**src/rtl/amp_fault_pkg.sv**
```systemverilog
package amp_fault_pkg;

    localparam int unsigned ADDR_W   = 3;
    localparam int unsigned GLB_W    = 3;

    localparam int unsigned A_FLT_GLB  = 0;
    localparam int unsigned A_FLT_CH   = 1;
    localparam int unsigned A_DIAG     = 2;
    localparam int unsigned A_STAT_GLB = 3;
    localparam int unsigned A_STAT_CH  = 4;
    localparam int unsigned A_RPT_CTRL = 5;
    localparam int unsigned A_MASK     = 6;

    localparam int unsigned MSK_GLB = 0;
    localparam int unsigned MSK_OC  = 1;
    localparam int unsigned MSK_DC  = 2;

    typedef struct packed {
        logic avdd_uv;
        logic cp_uv;
        logic ot_shut;
    } glb_evt_t;

    function automatic logic is_fault_addr(input logic [ADDR_W-1:0] a);
        return (a == ADDR_W'(A_FLT_GLB)) || (a == ADDR_W'(A_FLT_CH));
    endfunction

endpackage

```
**src/rtl/amp_flt_tick.sv**
```systemverilog
module amp_flt_tick #(
    parameter int unsigned DIV = 1000
) (
    input  logic clk,
    input  logic rst,
    output logic tick
);
    localparam int unsigned PW = (DIV > 2) ? $clog2(DIV) : 1;

    logic [PW-1:0] pre_q;

    always_ff @(posedge clk) begin
        if (rst || pre_q == PW'(DIV - 1)) pre_q <= '0;
        else                              pre_q <= pre_q + 1'b1;
    end

    assign tick = (pre_q == PW'(DIV - 1));

endmodule

```
**src/rtl/amp_flt_persist.sv**
```systemverilog
module amp_flt_persist #(
    parameter int unsigned LIMIT = 100
) (
    input  logic clk,
    input  logic rst,
    input  logic tick,
    input  logic active,
    output logic trip
);
    localparam int unsigned CW = $clog2(LIMIT + 1);

    logic [CW-1:0] cnt_q;

    always_ff @(posedge clk) begin
        if (rst || !active)                       cnt_q <= '0;
        else if (tick && cnt_q != CW'(LIMIT))     cnt_q <= cnt_q + 1'b1;
    end

    assign trip = active && (cnt_q == CW'(LIMIT));

    a_r7_no_overflow: assert property (@(posedge clk) disable iff (rst)
        cnt_q <= CW'(LIMIT));
    a_r7_restart: assert property (@(posedge clk) disable iff (rst)
        !active |=> cnt_q == '0);
    a_r7_trip_needs_active: assert property (@(posedge clk) disable iff (rst)
        trip |-> active);

endmodule

```
**src/rtl/amp_flt_sticky.sv**
```systemverilog
module amp_flt_sticky #(
    parameter int unsigned W = 4
) (
    input  logic         clk,
    input  logic         rst,
    input  logic [W-1:0] set,
    input  logic [W-1:0] live,
    input  logic         rd_clr,
    output logic [W-1:0] q
);
    logic [W-1:0] keep;

    always_comb begin
        keep = rd_clr ? (q & live) : q;
    end

    always_ff @(posedge clk) begin
        if (rst) q <= '0;
        else     q <= set | keep;
    end

    a_r1_set_latches: assert property (@(posedge clk) disable iff (rst)
        1'b1 |=> (q & $past(set)) == $past(set));
    a_r2_hold_while_live: assert property (@(posedge clk) disable iff (rst)
        1'b1 |=> (q & $past(q & live)) == $past(q & live));
    a_r1_no_read_no_clear: assert property (@(posedge clk) disable iff (rst)
        !rd_clr |=> (q & $past(q)) == $past(q));

endmodule

```
**src/rtl/amp_fault_regs.sv**
```systemverilog
module amp_fault_regs
    import amp_fault_pkg::*;
#(
    parameter int unsigned NUM_CH   = 4,
    parameter int unsigned DW       = 8,
    parameter int unsigned AW       = ADDR_W,
    parameter int unsigned TICK_DIV = 1000,
    parameter int unsigned OC_TICKS = 100
) (
    input  logic              clk,
    input  logic              rst,
    input  logic [NUM_CH-1:0] cur_lim,
    input  logic [NUM_CH-1:0] dc_off,
    input  logic              cp_uv,
    input  logic              avdd_uv,
    input  logic [2:0]        ot_warn,
    input  logic              ot_shut,
    input  logic              diag_done,
    input  logic [DW-1:0]     diag_res,
    input  logic              rd_en,
    input  logic              rd_seq,
    input  logic [AW-1:0]     rd_addr,
    output logic [DW-1:0]     rdata,
    output logic              rvalid,
    input  logic              wr_en,
    input  logic [AW-1:0]     wr_addr,
    input  logic [DW-1:0]     wr_data,
    output logic              fault_n,
    output logic              warn_n,
    output logic [NUM_CH-1:0] hiz_req
);
    localparam int unsigned CH2 = 2 * NUM_CH;

    // ---------------- live event vectors ----------------
    glb_evt_t          glb_evt;
    logic              glb_hiz;
    logic [NUM_CH-1:0] oc_trip;
    logic              tick;

    always_comb begin
        glb_evt.ot_shut = ot_shut;
        glb_evt.cp_uv   = cp_uv;
        glb_evt.avdd_uv = avdd_uv | cp_uv;
    end

    assign glb_hiz = glb_evt.ot_shut | glb_evt.cp_uv | glb_evt.avdd_uv;

    amp_flt_tick #(.DIV(TICK_DIV)) u_tick (
        .clk  (clk),
        .rst  (rst),
        .tick (tick)
    );

    for (genvar c = 0; c < NUM_CH; c++) begin : g_oc
        amp_flt_persist #(.LIMIT(OC_TICKS)) u_persist (
            .clk    (clk),
            .rst    (rst),
            .tick   (tick),
            .active (cur_lim[c]),
            .trip   (oc_trip[c])
        );
    end

    // ---------------- read address / pointer ----------------
    logic [AW-1:0] ptr_q;
    logic [AW-1:0] eff_addr;
    logic          clr_glb;
    logic          clr_ch;

    assign eff_addr = rd_seq ? ptr_q : rd_addr;
    assign clr_glb  = rd_en && (eff_addr == AW'(A_FLT_GLB));
    assign clr_ch   = rd_en && (eff_addr == AW'(A_FLT_CH));

    always_ff @(posedge clk) begin
        if (rst)        ptr_q <= '0;
        else if (rd_en) ptr_q <= is_fault_addr(ADDR_W'(eff_addr)) ? eff_addr
                                                                    : eff_addr + 1'b1;
    end

    // ---------------- sticky fault registers ----------------
    logic [GLB_W-1:0] flt_glb_q;
    logic [CH2-1:0]   flt_ch_q;
    logic [NUM_CH-1:0] oc_q;
    logic [NUM_CH-1:0] dc_q;

    amp_flt_sticky #(.W(GLB_W)) u_glb_sticky (
        .clk    (clk),
        .rst    (rst),
        .set    (glb_evt),
        .live   (glb_evt),
        .rd_clr (clr_glb),
        .q      (flt_glb_q)
    );

    amp_flt_sticky #(.W(CH2)) u_ch_sticky (
        .clk    (clk),
        .rst    (rst),
        .set    ({dc_off, oc_trip}),
        .live   ({dc_off, cur_lim}),
        .rd_clr (clr_ch),
        .q      (flt_ch_q)
    );

    assign oc_q = flt_ch_q[NUM_CH-1:0];
    assign dc_q = flt_ch_q[CH2-1:NUM_CH];

    // ---------------- diagnostic and control registers ----------------
    logic [DW-1:0] diag_q;
    logic [DW-1:0] rpt_q;
    logic [DW-1:0] mask_q;

    always_ff @(posedge clk) begin
        if (rst) begin
            diag_q <= '0;
            rpt_q  <= '0;
            mask_q <= '0;
        end else begin
            if (diag_done) diag_q <= diag_res;
            if (wr_en && wr_addr == AW'(A_RPT_CTRL)) rpt_q  <= wr_data;
            if (wr_en && wr_addr == AW'(A_MASK))     mask_q <= wr_data;
        end
    end

    // ---------------- protection outputs ----------------
    always_comb begin
        hiz_req = {NUM_CH{glb_hiz}} | oc_q | (dc_q & ~rpt_q[NUM_CH-1:0]);
    end

    assign fault_n = !(((|flt_glb_q) && !mask_q[MSK_GLB]) ||
                       ((|oc_q)      && !mask_q[MSK_OC])  ||
                       ((|dc_q)      && !mask_q[MSK_DC]));
    assign warn_n  = !ot_warn[0];

    // ---------------- read mux ----------------
    logic [DW-1:0] rd_word;

    always_comb begin
        rd_word = '0;
        case (eff_addr)
            AW'(A_FLT_GLB):  rd_word = DW'(flt_glb_q);
            AW'(A_FLT_CH):   rd_word = DW'(flt_ch_q);
            AW'(A_DIAG):     rd_word = diag_q;
            AW'(A_STAT_GLB): rd_word = DW'({glb_evt.avdd_uv, glb_evt.cp_uv,
                                            glb_evt.ot_shut, ot_warn});
            AW'(A_STAT_CH):  rd_word = DW'({cur_lim, hiz_req});
            AW'(A_RPT_CTRL): rd_word = rpt_q;
            AW'(A_MASK):     rd_word = mask_q;
            default:         rd_word = '0;
        endcase
    end

    always_ff @(posedge clk) begin
        if (rst) begin
            rdata  <= '0;
            rvalid <= 1'b0;
        end else begin
            rvalid <= rd_en;
            if (rd_en) rdata <= rd_word;
        end
    end

    // ---------------- assertions ----------------
    a_r6_cp_sets_both: assert property (@(posedge clk) disable iff (rst)
        cp_uv |=> flt_glb_q[1] && flt_glb_q[2]);
    a_r6_supply_hiz: assert property (@(posedge clk) disable iff (rst)
        (cp_uv || avdd_uv) |-> (&hiz_req));
    a_r9_shutdown_hiz: assert property (@(posedge clk) disable iff (rst)
        ot_shut |-> (&hiz_req));
    a_r5_fault_ptr_hold: assert property (@(posedge clk) disable iff (rst)
        (rd_en && (clr_glb || clr_ch)) |=> ptr_q == $past(eff_addr));
    a_r7_oc_hiz: assert property (@(posedge clk) disable iff (rst)
        ((oc_q & ~hiz_req) == '0));
    a_r10_fault_flag: assert property (@(posedge clk) disable iff (rst)
        ((|oc_q) && !mask_q[MSK_OC]) |-> !fault_n);
    a_r4_diag_hold: assert property (@(posedge clk) disable iff (rst)
        !diag_done |=> $stable(diag_q));

endmodule

```
**config.mk**
```make
export PLATFORM = sky130hd
export DESIGN_NAME = amp_fault_regs
export DESIGN_NICKNAME = d
export VERILOG_FILES = /design/src/rtl/amp_fault_pkg.sv /design/src/rtl/amp_flt_tick.sv /design/src/rtl/amp_flt_persist.sv /design/src/rtl/amp_flt_sticky.sv /design/src/rtl/amp_fault_regs.sv
export SDC_FILE = /design/constraint.sdc
export NUM_CORES = 1
export LEC_CHECK = 0
export ABC_AREA = 1
export BUFFER_PORTS_ARGS = -buffer_cell sky130_fd_sc_hd__buf_4
export CAP_MARGIN = 20
export CORE_MARGIN = 2
export CORE_UTILIZATION = 50
export DETAILED_ROUTE_END_ITERATION = 10
export PLACE_DENSITY = 0.78
export SLEW_MARGIN = 20
export SYNTH_ARGS = -nofsm -noshare
export SYNTH_HDL_FRONTEND = slang
export SYNTH_SLANG_ARGS = --single-unit
```
**constraint.sdc**
```tcl
create_clock -name clk -period 4.1 [get_ports clk]
set_input_delay 0 -clock clk [delete_from_list [all_inputs] [get_ports clk]]
set_output_delay 0 -clock clk [all_outputs]
set_load 0.02 [all_outputs]
```
# Word level (Yosys, flattened, before mapping)
# Index checks and enable logic that the tools add are counted.
# totals
register_bits,85
input_bits,42
# op_classes
add_sub_neg,6
eq_ne,17
mux,5
bitwise_logic,11
n_reduce_logical,36
# op_table
cell,count
one-hot mux 8 bit (7 select lines),1
adder 7 x 1 -> 7 bit (second input constant),4
== test 7 bit (second input constant),4
inequality test 7 bit (second input constant),4
== test 3 bit (second input constant),5
logical AND 1 bit,15
adder 10 x 1 -> 10 bit (second input constant),1
== test 10 bit (second input constant),1
zero test 1 bit,9
two-way mux 3 bit,3
bitwise AND 8 bit,1
logical OR 1 bit,8
two-way mux 8 bit,1
bitwise OR 4 bit,2
bitwise OR 8 bit,1
OR reduction 4 bit,2
== test 3 x 2 -> 1 bit (second input constant),2
bitwise AND 4 bit,1
inverter 4 bit,1
adder 3 x 1 -> 3 bit (second input constant),1
bitwise AND 3 bit,1
== test 3 x 1 -> 1 bit (second input constant),1
zero test 3 bit,1
bitwise OR 1 bit,3
other kinds (2),2

# Depth between registers and ports, before layout
# Gate-level depths: netlist of the first run.
# logic_depth
depth_word,5
mapped_depth,13
depth_no_buf,13

# Modules after synthesis
# Synthesis of the first run repeated with hierarchy kept, for this count alone.
# hier_totals
hier_cells,729
area_unflattened_um2,4893.4
# modules_own_cells
module,n_inst,cells_per_inst,area_per_inst_um2,seq_area_each_um2
amp_fault_regs,1,319,2070.7,720.7
amp_flt_persist,4,70,479.2,140.1
amp_flt_tick,1,62,456.7,200.2
amp_flt_sticky at u_ch_sticky,1,50,329.1,160.2
amp_flt_sticky at u_glb_sticky,1,18,120.1,60.1

# Worst setup path after synthesis of the first run
# OpenSTA, ideal clock, no wires.
# synth_path
kind,register to register
from,reg ptr_q[1]
to,reg u_ch_sticky.q[0]
setup_ps,115
t_arrival_ps,1602
required_ps,3985
slack_ps,2383
path_stages_with_launch,12
path_buffers,0
path_cell_list,dfxtp_1 -> or2_2 -> o21a_1 -> inv_1 -> ha_1 -> inv_1 -> nor2_1 -> nand2_1 -> nand2_1 -> inv_1 -> o21ai_0 -> inv_1
# synth_between
elab_chain_cells,5
# synth_rtl
element,line,text
start: declaration,amp_fault_regs.sv:65,logic [AW-1:0] ptr_q;
start signal: assignment,amp_fault_regs.sv:76,else if (rd_en) ptr_q <= is_fault_addr(ADDR_W'(eff_addr)) ? eff_addr
two-way mux 3 bit,amp_fault_regs.sv:70,assign eff_addr = rd_seq ? ptr_q : rd_addr;
== test 3 x 1 -> 1 bit,amp_fault_regs.sv:72,assign clr_ch = rd_en && (eff_addr == AW'(A_FLT_CH));
logical AND 1 bit,amp_fault_regs.sv:72,
two-way mux 8 bit,amp_flt_sticky.sv:14,keep = rd_clr ? (q & live) : q;
bitwise OR 8 bit,amp_flt_sticky.sv:19,else q <= set | keep;
end signal: assignment,amp_flt_sticky.sv:19,
end: declaration,amp_flt_sticky.sv:9,output logic [W-1:0] q
# No other way between the ends.
# A chain may end at the register's enable or synchronous reset.

# Worst setup path in the final report of the first run
# layout_path
from,reg ptr_q[1]
to,reg u_glb_sticky.q[1]
# layout_between
elab_chain_cells,5
# layout_rtl
element,line,text
two-way mux 3 bit,amp_fault_regs.sv:70,
zero test 3 bit,amp_fault_regs.sv:71,assign clr_glb = rd_en && (eff_addr == AW'(A_FLT_GLB));
logical AND 1 bit,amp_fault_regs.sv:71,
two-way mux 3 bit,amp_flt_sticky.sv:14,
bitwise OR 3 bit,amp_flt_sticky.sv:19,
end signal: assignment,amp_flt_sticky.sv:19,
end: declaration,amp_flt_sticky.sv:9,
# No other way between the ends.

==> flow_metrics.py, run 1 <==
metrics = {
    "run": {
        "cap_viol_max_count": 0,
    },
    "clock_network": {
        "cts_post_setup_buffers_inserted": 0,
        "cts.repair.resized": 0,
        "cts_made_buffers": 9,
        "htreeDepth": 3,
        "clock_sinks": 85,
        "worstSkewPairLatency_ps": 350,
        "clock-root-buffer": "sky130_fd_sc_hd__clkbuf_8",
        "clkTransAtPathRegs_ps": 80,
        "tritoncts": "yes",
        "cts.path.max_buffers": 2,
    },
    "route": {
        "drt-wirelength-per-cell_um": 13.4,
        "route.vias.total": 4346,
        "final_ant_viol_nets": 0,
        "initialDrtViolationCount": 189,
        "post_drt_via_cell_ratio": 5.21,
        "detailedRoute.firstPassIterationCount": 4,
        "detail_route.wirelength_um": 11200,
        "post-route-drc-count": 0,
    },
    "yosys": {
        "postSynthNetCount": 694,
        "synth_edf_count": 0,
        "async_reset_ff_share_pct": 0,
        "leading_cell_type_by_number_of_instances_after_synthesis": "sky130_fd_sc_hd__nand2_1",
        "ys.warnings.count": 0,
        "post_synth_main_area_contributors": "sky130_fd_sc_hd__dfxtp_1 39%, sky130_fd_sc_hd__nand2_1 11%, sky130_fd_sc_hd__inv_1 8.8%",
        "synthDominantAreaCellType": "sky130_fd_sc_hd__dfxtp_1",
        "ys.flop_type": "sky130_fd_sc_hd__dfxtp_1",
        "ys_top_cells_by_count": "123 x sky130_fd_sc_hd__nand2_1, 102 x sky130_fd_sc_hd__inv_1, 85 x sky130_fd_sc_hd__dfxtp_1",
        "synthDominantCellAreaShare_pct": 39.1,
        "synth_seq_area_share_pct": 39.1,
        "synthesis.instances": 637,
        "syn-mean-instance-area_sq_um": 6.83,
        "ys_seq_elements": 85,
        "yosys.cell_types.count": 31,
        "synth_area_sq_mm": 0.00435,
    },
    "worst_setup_path": {
        "critical_path_buf_inv_count": 3,
        "worstPathCellList": "or2_2, o21a_1, inv_1, ha_1, nand3_1, inv_1, nand2_1, a21oi_1, nor2_1, dlygate4sd3_1",
        "slowest_delay_ps": 560,
        "worstPathArrival_ps": 2580,
        "setup.reg_to_reg.worst_slack_ps": 1750,
        "timing.critical_path.required_ps": 4340,
        "worst-setup-path-type": "reg2reg",
        "most_common_cell_on_crit_path": "sky130_fd_sc_hd__inv_1",
        "critical_path.max_fanout": 6,
        "crit_path_end_kind": "flop",
        "path_delay_family": "buffers and inverters",
        "worst_setup_path_start_kind": "flop",
        "crit_path_slowest_cell": "sky130_fd_sc_hd__dlygate4sd3_1",
    },
    "sta": {
        "achievable-frequency_ghz": 0.426,
        "tns_ps": 0,
        "report.final.setup_viol": 0,
        "final_hold_viol_count": 0,
        "measured_slew_at_the_worst_slew_check_pin_ps": 886,
        "unrepaired_setup_endpoints_after_global_routing": "false",
        "fin_skew_ps": 10.7,
        "final_max_slew_viol_count": 0,
        "worst_setup_slack_final_ps": 1750,
        "hold_ws_ps": 68.3,
        "final_min_period_over_clock_period_pct": 57.2,
        "period_needed_ps": 2350,
        "maxSlewHeadroom_pct": 40.8,
    },
    "global_route": {
        "grt_start_max_net_pins": 33,
        "global_route.usage.total_pct": 24.3,
        "grt_first_pass_wirelength_um": 19000,
        "antenna_found_initial": 0,
        "first_global_vias": 4213,
        "gr_ovfl_total": 0,
    },
    "die": {
        "floorplan.die.height_um": 97.3,
        "chipWidth_um": 97.3,
        "core_area_sq_mm": 0.00859,
        "effective_utilization_at_floorplan_pct": 50.6,
        "die_area_sq_mm": 0.00946,
        "placementRows": 34,
        "pin_count": 57,
    },
    "final_layout": {
        "multi_input_logic_area_sq_mm": 0.00219,
        "final_standard_cell_utilization_of_the_core_pct": 62.4,
        "final_cells": 834,
        "area_delta_synth_final_pct": 23.3,
        "num_antenna_cells": 0,
        "fin_nets": 778,
        "layout.area.seq_sq_mm": 0.00170,
        "layout_cell_share_with_drive_strength_beyond_1_pct": 11.6,
        "fillers": 833,
    },
    "power_and_ir_drop": {
        "power.density_mw_per_mm2": 325,
        "static-leakage-power_uw": 0.00238,
        "peakVddDrop_mv": 0.149,
    },
    "status": {
        "outcome": "completed",
    },
    "placed_design": {
        "gp_congestion": 0.968,
        "numPlacedInstances": 786,
        "pre_cts_ws_ps": 1820,
        "detailed_placer_s_ending_hpwl_um": 8320,
        "number_of_input_and_output_port_buffers_inserted": 56,
    },
    "min_path": {
        "min_path_type": "in2reg",
    },
}
## final cells by class
type                            count  share of cell area, %
Tap cell                          108                   2.52
Clock inverter                      4                   1.35
Inverter                          103                   7.21
Timing Repair Buffer               88                   13.8
Clock buffer                       12                   2.52
Multi-Input combinational cell    434                   40.8
Sequential cell                    85                   31.7
## worst min-delay path: cells and delay by family
family | cells | cell delay, ps
AOI/OAI and AO/OA | 2 | 150
buffers and inverters | 3 | 230
## power by group
| group | leakage [uW] | internal [uW] | switching (uW) |
|---|---|---|---|
| logic | 0.00158 | 102 | 134 |
| registers | 0.000692 | 853 | 16.9 |
| clock network | 0.000101 | 343 | 291 |
## cell families after synthesis
group | count (synthesis) | share of synthesized area [%]
buf+inv | 118 | 10.5
simple gates | 282 | 28.0
xor+xnor | 14 | 2.82
compound gates | 123 | 15.2
fa+ha+maj | 15 | 4.32
flops | 85 | 39.1
## layer usage
metal	part of all wire (%)	GRT usage, %	up-vias
met5	0	0	-
met4	3.0	9.72	0
met3	4.8	3.53	26
met2	48	42.4	124
met1	44	30.2	1982
li1	-	-	2214
## stage by stage
step           cell area, sq um  power, uW
5_1_grt                    5360       1820
4_1_cts                    5360       1750
6_report                   5360       1740
2_1_floorplan              4350       1010
3_5_place_dp               4830       1090
3_3_place_gp               4830       1090
## registers in the layout (all words and copies together), names as in the netlist
name,cells
rpt_q,8
g_oc.u_persist.cnt_q,28
rdata,8
mask_q,8
u_glb_sticky.q,3
u_tick.pre_q,10
u_ch_sticky.q,8
diag_q,8
ptr_q,3
rvalid,1
## repair_timing
| action | in CTS | in global routing |
|---|---|---|
| setup endpoints to repair | 0 | 0 |
| hold endpoints to repair | 43 | 0 |
| hold buffers | 32 | 0 |
## path summary, 6_finish.rpt
check	startpoint	endpoint	depth (start not counted)
min reg2reg	u_tick.pre_q[0]	u_tick.pre_q[0]	1
max	ptr_q[1]	u_glb_sticky.q[1]	10
min	cur_lim[1]	u_ch_sticky.q[1]	5
max reg2reg	ptr_q[1]	u_glb_sticky.q[1]	10
## layout by cell type, fill, tap and decap left out, types with 14 or more instances in the layout
cell type / n
sky130_fd_sc_hd__inv_1: 102
sky130_fd_sc_hd__a21oi_1: 51
sky130_fd_sc_hd__ha_1: 15
sky130_fd_sc_hd__nand4_1: 15
sky130_fd_sc_hd__dfxtp_1: 85
sky130_fd_sc_hd__nor3_1: 14
sky130_fd_sc_hd__nor2_1: 74
sky130_fd_sc_hd__nand2_1: 123
sky130_fd_sc_hd__dlygate4sd3_1: 32
sky130_fd_sc_hd__o21ai_0: 55
sky130_fd_sc_hd__nand3_1: 45
sky130_fd_sc_hd__buf_4: 56
Power figures use the tool's default switching activity.
==> inputs of run 2 (changes only) <==
Clock period 4.1 ns to 2.2 ns, I/O delays scaled along.
==> flow_metrics.py, run 2 (synthesized netlist as in run 1, its figures left out) <==
metrics = {
    "route": {
        "post-route-drc-count": 0,
        "final_ant_viol_nets": 0,
        "detail_route.wirelength_um": 11500,
        "detailedRoute.firstPassIterationCount": 6,
        "initialDrtViolationCount": 234,
        "drt-wirelength-per-cell_um": 13.7,
        "route.vias.total": 4422,
        "post_drt_via_cell_ratio": 5.28,
    },
    "sta": {
        "achievable-frequency_ghz": 0.493,
        "tns_ps": 0,
        "hold_ws_ps": 63.1,
        "report.final.setup_viol": 0,
        "maxSlewHeadroom_pct": 64.3,
        "final_min_period_over_clock_period_pct": 92.1,
        "unrepaired_setup_endpoints_after_global_routing": "false",
        "worst_setup_slack_final_ps": 173,
        "period_needed_ps": 2030,
        "final_max_slew_viol_count": 0,
        "measured_slew_at_the_worst_slew_check_pin_ps": 534,
        "fin_skew_ps": 9.73,
        "final_hold_viol_count": 0,
    },
    "final_layout": {
        "fillers": 795,
        "fin_nets": 781,
        "num_antenna_cells": 0,
        "top_regs": "g_oc.u_persist.cnt_q x28, u_tick.pre_q x10",
        "layout.area.seq_sq_mm": 0.00170,
        "largest_register": "g_oc.u_persist.cnt_q",
        "multi_input_logic_area_sq_mm": 0.00219,
        "layout_commonest_cell": "sky130_fd_sc_hd__nand2_1",
        "final_standard_cell_utilization_of_the_core_pct": 62.3,
        "commonest_non_fill_non_tap_cells_in_the_layout": "123 x sky130_fd_sc_hd__nand2_1, 102 x sky130_fd_sc_hd__inv_1, 85 x sky130_fd_sc_hd__dfxtp_1",
        "layout_cell_share_with_drive_strength_beyond_1_pct": 12.6,
        "area_delta_synth_final_pct": 23.0,
        "number_of_flip_flops_in_the_largest_register": 28,
        "final_cells": 837,
    },
    "die": {
        "floorplan.die.height_um": 97.3,
        "pin_count": 57,
        "effective_utilization_at_floorplan_pct": 50.6,
        "chipWidth_um": 97.3,
        "die_area_sq_mm": 0.00946,
        "core_area_sq_mm": 0.00859,
        "placementRows": 34,
    },
    "global_route": {
        "grt_first_pass_wirelength_um": 18900,
        "antenna_found_initial": 0,
        "grt_start_max_net_pins": 29,
        "gr_ovfl_total": 0,
        "first_global_vias": 4220,
        "global_route.usage.total_pct": 24.5,
    },
    "clock_network": {
        "clock-root-buffer": "sky130_fd_sc_hd__clkbuf_8",
        "cts_made_buffers": 9,
        "clkTransAtPathRegs_ps": 90,
        "worstSkewPairLatency_ps": 360,
        "cts_post_setup_buffers_inserted": 0,
        "tritoncts": "yes",
        "cts.path.max_buffers": 2,
        "htreeDepth": 3,
        "clock_sinks": 85,
    },
    "status": {
        "outcome": "completed",
    },
    "worst_setup_path": {
        "worst_setup_path_start_kind": "flop",
        "worstPathArrival_ps": 2260,
        "timing.critical_path.required_ps": 2440,
        "critical_path.max_fanout": 13,
        "crit_path_end_kind": "flop",
        "worst-setup-path-type": "reg2reg",
    },
    "power_and_ir_drop": {
        "peakVddDrop_mv": 0.330,
        "static-leakage-power_uw": 0.00237,
        "power.density_mw_per_mm2": 577,
    },
    "placed_design": {
        "detailed_placer_s_ending_hpwl_um": 8460,
        "number_of_input_and_output_port_buffers_inserted": 56,
        "gp_congestion": 0.969,
        "numPlacedInstances": 791,
        "pre_cts_ws_ps": 270,
    },
    "run": {
        "cap_viol_max_count": 0,
    },
    "min_path": {
        "min_path_type": "in2reg",
    },
}
## run 2: final timing paths
check / startpoint / to / slack (ps) / cells after the start
min: cur_lim[0] / u_ch_sticky.q[0] / 60 / 5
max: ptr_q[1] / rdata[6] / 170 / 9
min reg2reg: rpt_q[6] / rpt_q[6] / 460 / 2
max reg2reg: ptr_q[1] / rdata[6] / 170 / 9
## run 2: layer usage
metal | wire length [um] | global-route usage, % | up-vias
met5 | 0 | 0 | -
li1 | - | - | 2220
met2 | 5660 | 44.0 | 150
met1 | 4780 | 28.7 | 2020
met4 | 353 | 9.72 | 0
met3 | 676 | 4.96 | 32
## run 2: what timing repair did
item | CTS | global route
hold buffers | 30 | 0
endpoints found under the hold margin | 42 | 0
setup endpoints to repair | 0 | 2
gates resized for setup | 0 | 1
## run 2: area by class of cell
type | instances | share of cell area [%]
clock buffers | 11 | 2.64
flip-flops and latches | 85 | 31.8
clock inverters | 5 | 0.678
repair buffers | 91 | 14.2
well taps | 108 | 2.53
multi-input cells | 434 | 41.0
inverters | 103 | 7.22
## run 2: report_power, final
part / leakage (uW) / internal (uW) / switching (uW)
clock network: 0.0000815 / 441 / 573
logic: 0.00160 / 194 / 256
registers: 0.000692 / 1590 / 33.2
total: 0.00237 / 2220 / 861
## run 2: critical path, cell delays in order, from the launching register on
cell and delay [ps]:
sky130_fd_sc_hd__dfxtp_1 320, sky130_fd_sc_hd__or2_2 290, sky130_fd_sc_hd__o21a_1 150, sky130_fd_sc_hd__ha_1 370
sky130_fd_sc_hd__nand3_1 220, sky130_fd_sc_hd__inv_1 80, sky130_fd_sc_hd__nand2_1 70, sky130_fd_sc_hd__nand3_1 70
sky130_fd_sc_hd__o21ai_0 220, sky130_fd_sc_hd__a21oi_1 100
## run 2: through the flow
step	power, uW	area, sq um
2_1_floorplan	1890	4350
3_3_place_gp	2040	4870
3_5_place_dp	2050	4870
4_1_cts	3090	5350
5_1_grt	3220	5350
6_report	3090	5350
==> inputs of run 3 (changes only) <==
Settings changed: PLACE_DENSITY 0.78 to 0.72.
==> flow_metrics.py, run 3 (synthesized netlist as in run 1, its figures left out) <==
metrics = {
    "final_layout": {
        "area_delta_synth_final_pct": 23.7,
        "largest_register": "g_oc.u_persist.cnt_q",
        "layout_commonest_cell": "sky130_fd_sc_hd__nand2_1",
        "layout_cell_share_with_drive_strength_beyond_1_pct": 12.6,
        "top_regs": "g_oc.u_persist.cnt_q x28, u_tick.pre_q x10",
        "number_of_flip_flops_in_the_largest_register": 28,
        "final_cells": 838,
        "commonest_non_fill_non_tap_cells_in_the_layout": "123 x sky130_fd_sc_hd__nand2_1, 102 x sky130_fd_sc_hd__inv_1, 85 x sky130_fd_sc_hd__dfxtp_1",
        "fin_nets": 782,
        "num_antenna_cells": 0,
    },
    "clock_network": {
        "tritoncts": "yes",
        "clkTransAtPathRegs_ps": 80,
        "clock_sinks": 85,
        "clock-root-buffer": "sky130_fd_sc_hd__clkbuf_8",
        "htreeDepth": 3,
        "cts.path.max_buffers": 2,
        "worstSkewPairLatency_ps": 360,
        "cts_made_buffers": 9,
        "cts_post_setup_buffers_inserted": 0,
    },
    "worst_setup_path": {
        "worstPathArrival_ps": 2240,
        "worst_setup_path_start_kind": "flop",
        "worstPathCellList": "or2_2, o21a_1, inv_1, ha_1, inv_1, nor2_1, nand2_1, nand2_1, inv_1, o21ai_0, inv_1",
        "timing.critical_path.required_ps": 2460,
        "critical_path.max_fanout": 6,
        "worst-setup-path-type": "reg2reg",
        "most_common_cell_on_crit_path": "sky130_fd_sc_hd__inv_1",
        "crit_path_slowest_cell": "sky130_fd_sc_hd__dfxtp_1",
        "slowest_delay_ps": 310,
        "crit_path_end_kind": "flop",
    },
    "placed_design": {
        "numPlacedInstances": 792,
        "pre_cts_ws_ps": 272,
        "number_of_input_and_output_port_buffers_inserted": 56,
        "detailed_placer_s_ending_hpwl_um": 8140,
        "gp_congestion": 0.938,
    },
    "die": {
        "pin_count": 57,
        "placementRows": 34,
        "floorplan.die.height_um": 97.3,
        "die_area_sq_mm": 0.00946,
        "core_area_sq_mm": 0.00859,
        "effective_utilization_at_floorplan_pct": 50.6,
        "chipWidth_um": 97.3,
    },
    "sta": {
        "period_needed_ps": 1980,
        "maxSlewHeadroom_pct": 66.9,
        "final_hold_viol_count": 0,
        "final_min_period_over_clock_period_pct": 90.1,
        "unrepaired_setup_endpoints_after_global_routing": "false",
        "fin_skew_ps": 8.83,
        "worst_setup_slack_final_ps": 218,
        "report.final.setup_viol": 0,
        "achievable-frequency_ghz": 0.505,
        "tns_ps": 0,
        "final_max_slew_viol_count": 0,
        "measured_slew_at_the_worst_slew_check_pin_ps": 496,
    },
    "route": {
        "route.vias.total": 4293,
        "detailedRoute.firstPassIterationCount": 4,
        "final_ant_viol_nets": 0,
        "post-route-drc-count": 0,
        "detail_route.wirelength_um": 11000,
        "initialDrtViolationCount": 133,
        "drt-wirelength-per-cell_um": 13.2,
        "post_drt_via_cell_ratio": 5.12,
    },
    "power_and_ir_drop": {
        "power.density_mw_per_mm2": 591,
        "peakVddDrop_mv": 0.346,
        "static-leakage-power_uw": 0.00239,
    },
    "status": {
        "outcome": "completed",
    },
    "global_route": {
        "first_global_vias": 4166,
        "grtUsageMet1_pct": 31.2,
        "grt_start_max_net_pins": 24,
        "grt_first_pass_wirelength_um": 18900,
        "global_route.usage.met2_pct": 42.2,
        "gr-usage-met3_pct": 3.81,
        "gr_ovfl_total": 0,
        "antenna_found_initial": 0,
        "global_route.usage.total_pct": 24.4,
        "top_usage_layer": "met2",
    },
    "min_path": {
        "min_path_type": "in2reg",
    },
    "run": {
        "cap_viol_max_count": 0,
    },
}
-- run 3: cell types whose count changed in the layout (fill, tap and decap cells not counted), sizes merged --
cell / delta
buf: +1
bufinv: +1
clkinv: +1
clkinvlp: -2
-- run 3: timing repair --
item                      in CTS  in global routing
hold endpoints to repair      43                  0
gates resized for setup        0                  0
hold buffers                  30                  0
-- run 3: per-stage QoR --
step / hold slack, ps / area [sq um] / power, uW / utilization [%]
floorplan: 76.6 / 4350 / 1890 / -
global placement: 227 / 4880 / 2040 / 56.8
detailed placement: 218 / 4880 / 2050 / 56.8
CTS: 44.7 / 5380 / 3210 / 62.6
global route: 64.0 / 5380 / 3330 / 62.6
finish: 46.3 / 5380 / 3180 / 62.6
-- run 3: area by class of cell --
cell class,instances,area (sq um)
Clock buffer,11,141
Clock inverter,5,60.1
Fill cell,810,3210
Inverter,103,387
Multi-Input combinational cell,434,2190
Sequential cell,85,1700
Tap cell,108,135
Timing Repair Buffer,92,766
-- run 3: path summary, 6_finish.rpt --
path         cells after the start                    endpoint            start  slack (ps)
max                             11            u_ch_sticky.q[1]         ptr_q[1]         220
min                              3  g_oc[3].u_persist.cnt_q[6]       cur_lim[3]          50
max reg2reg                     11            u_ch_sticky.q[1]         ptr_q[1]         220
min reg2reg                      1             u_tick.pre_q[0]  u_tick.pre_q[0]         450
-- run 3: layer usage --
| layer | vias to the layer above | wire length (um) |
|---|---|---|
| met3 | 14 | 434 |
| li1 | 2230 | - |
| met5 | - | 0 |
| met2 | 67 | 5340 |
| met4 | 0 | 157 |
| met1 | 1982 | 5110 |
-- run 3: worst max-delay path: cells and delay by family, from the launching register on --
kind	cells	cell delay [ps]
buffers and inverters	4	320
and+or+nand+nor	4	770
DFF	1	310
adders and majority gates	1	170
AOI/OAI and AO/OA	2	310
-- run 3: power breakdown --
group	total (uW)	internal, uW	switching (uW)	leakage (uW)
combinational	442	193	249	0.00160
clock	1120	558	561	0.0000995
sequential	1620	1590	31.5	0.000692
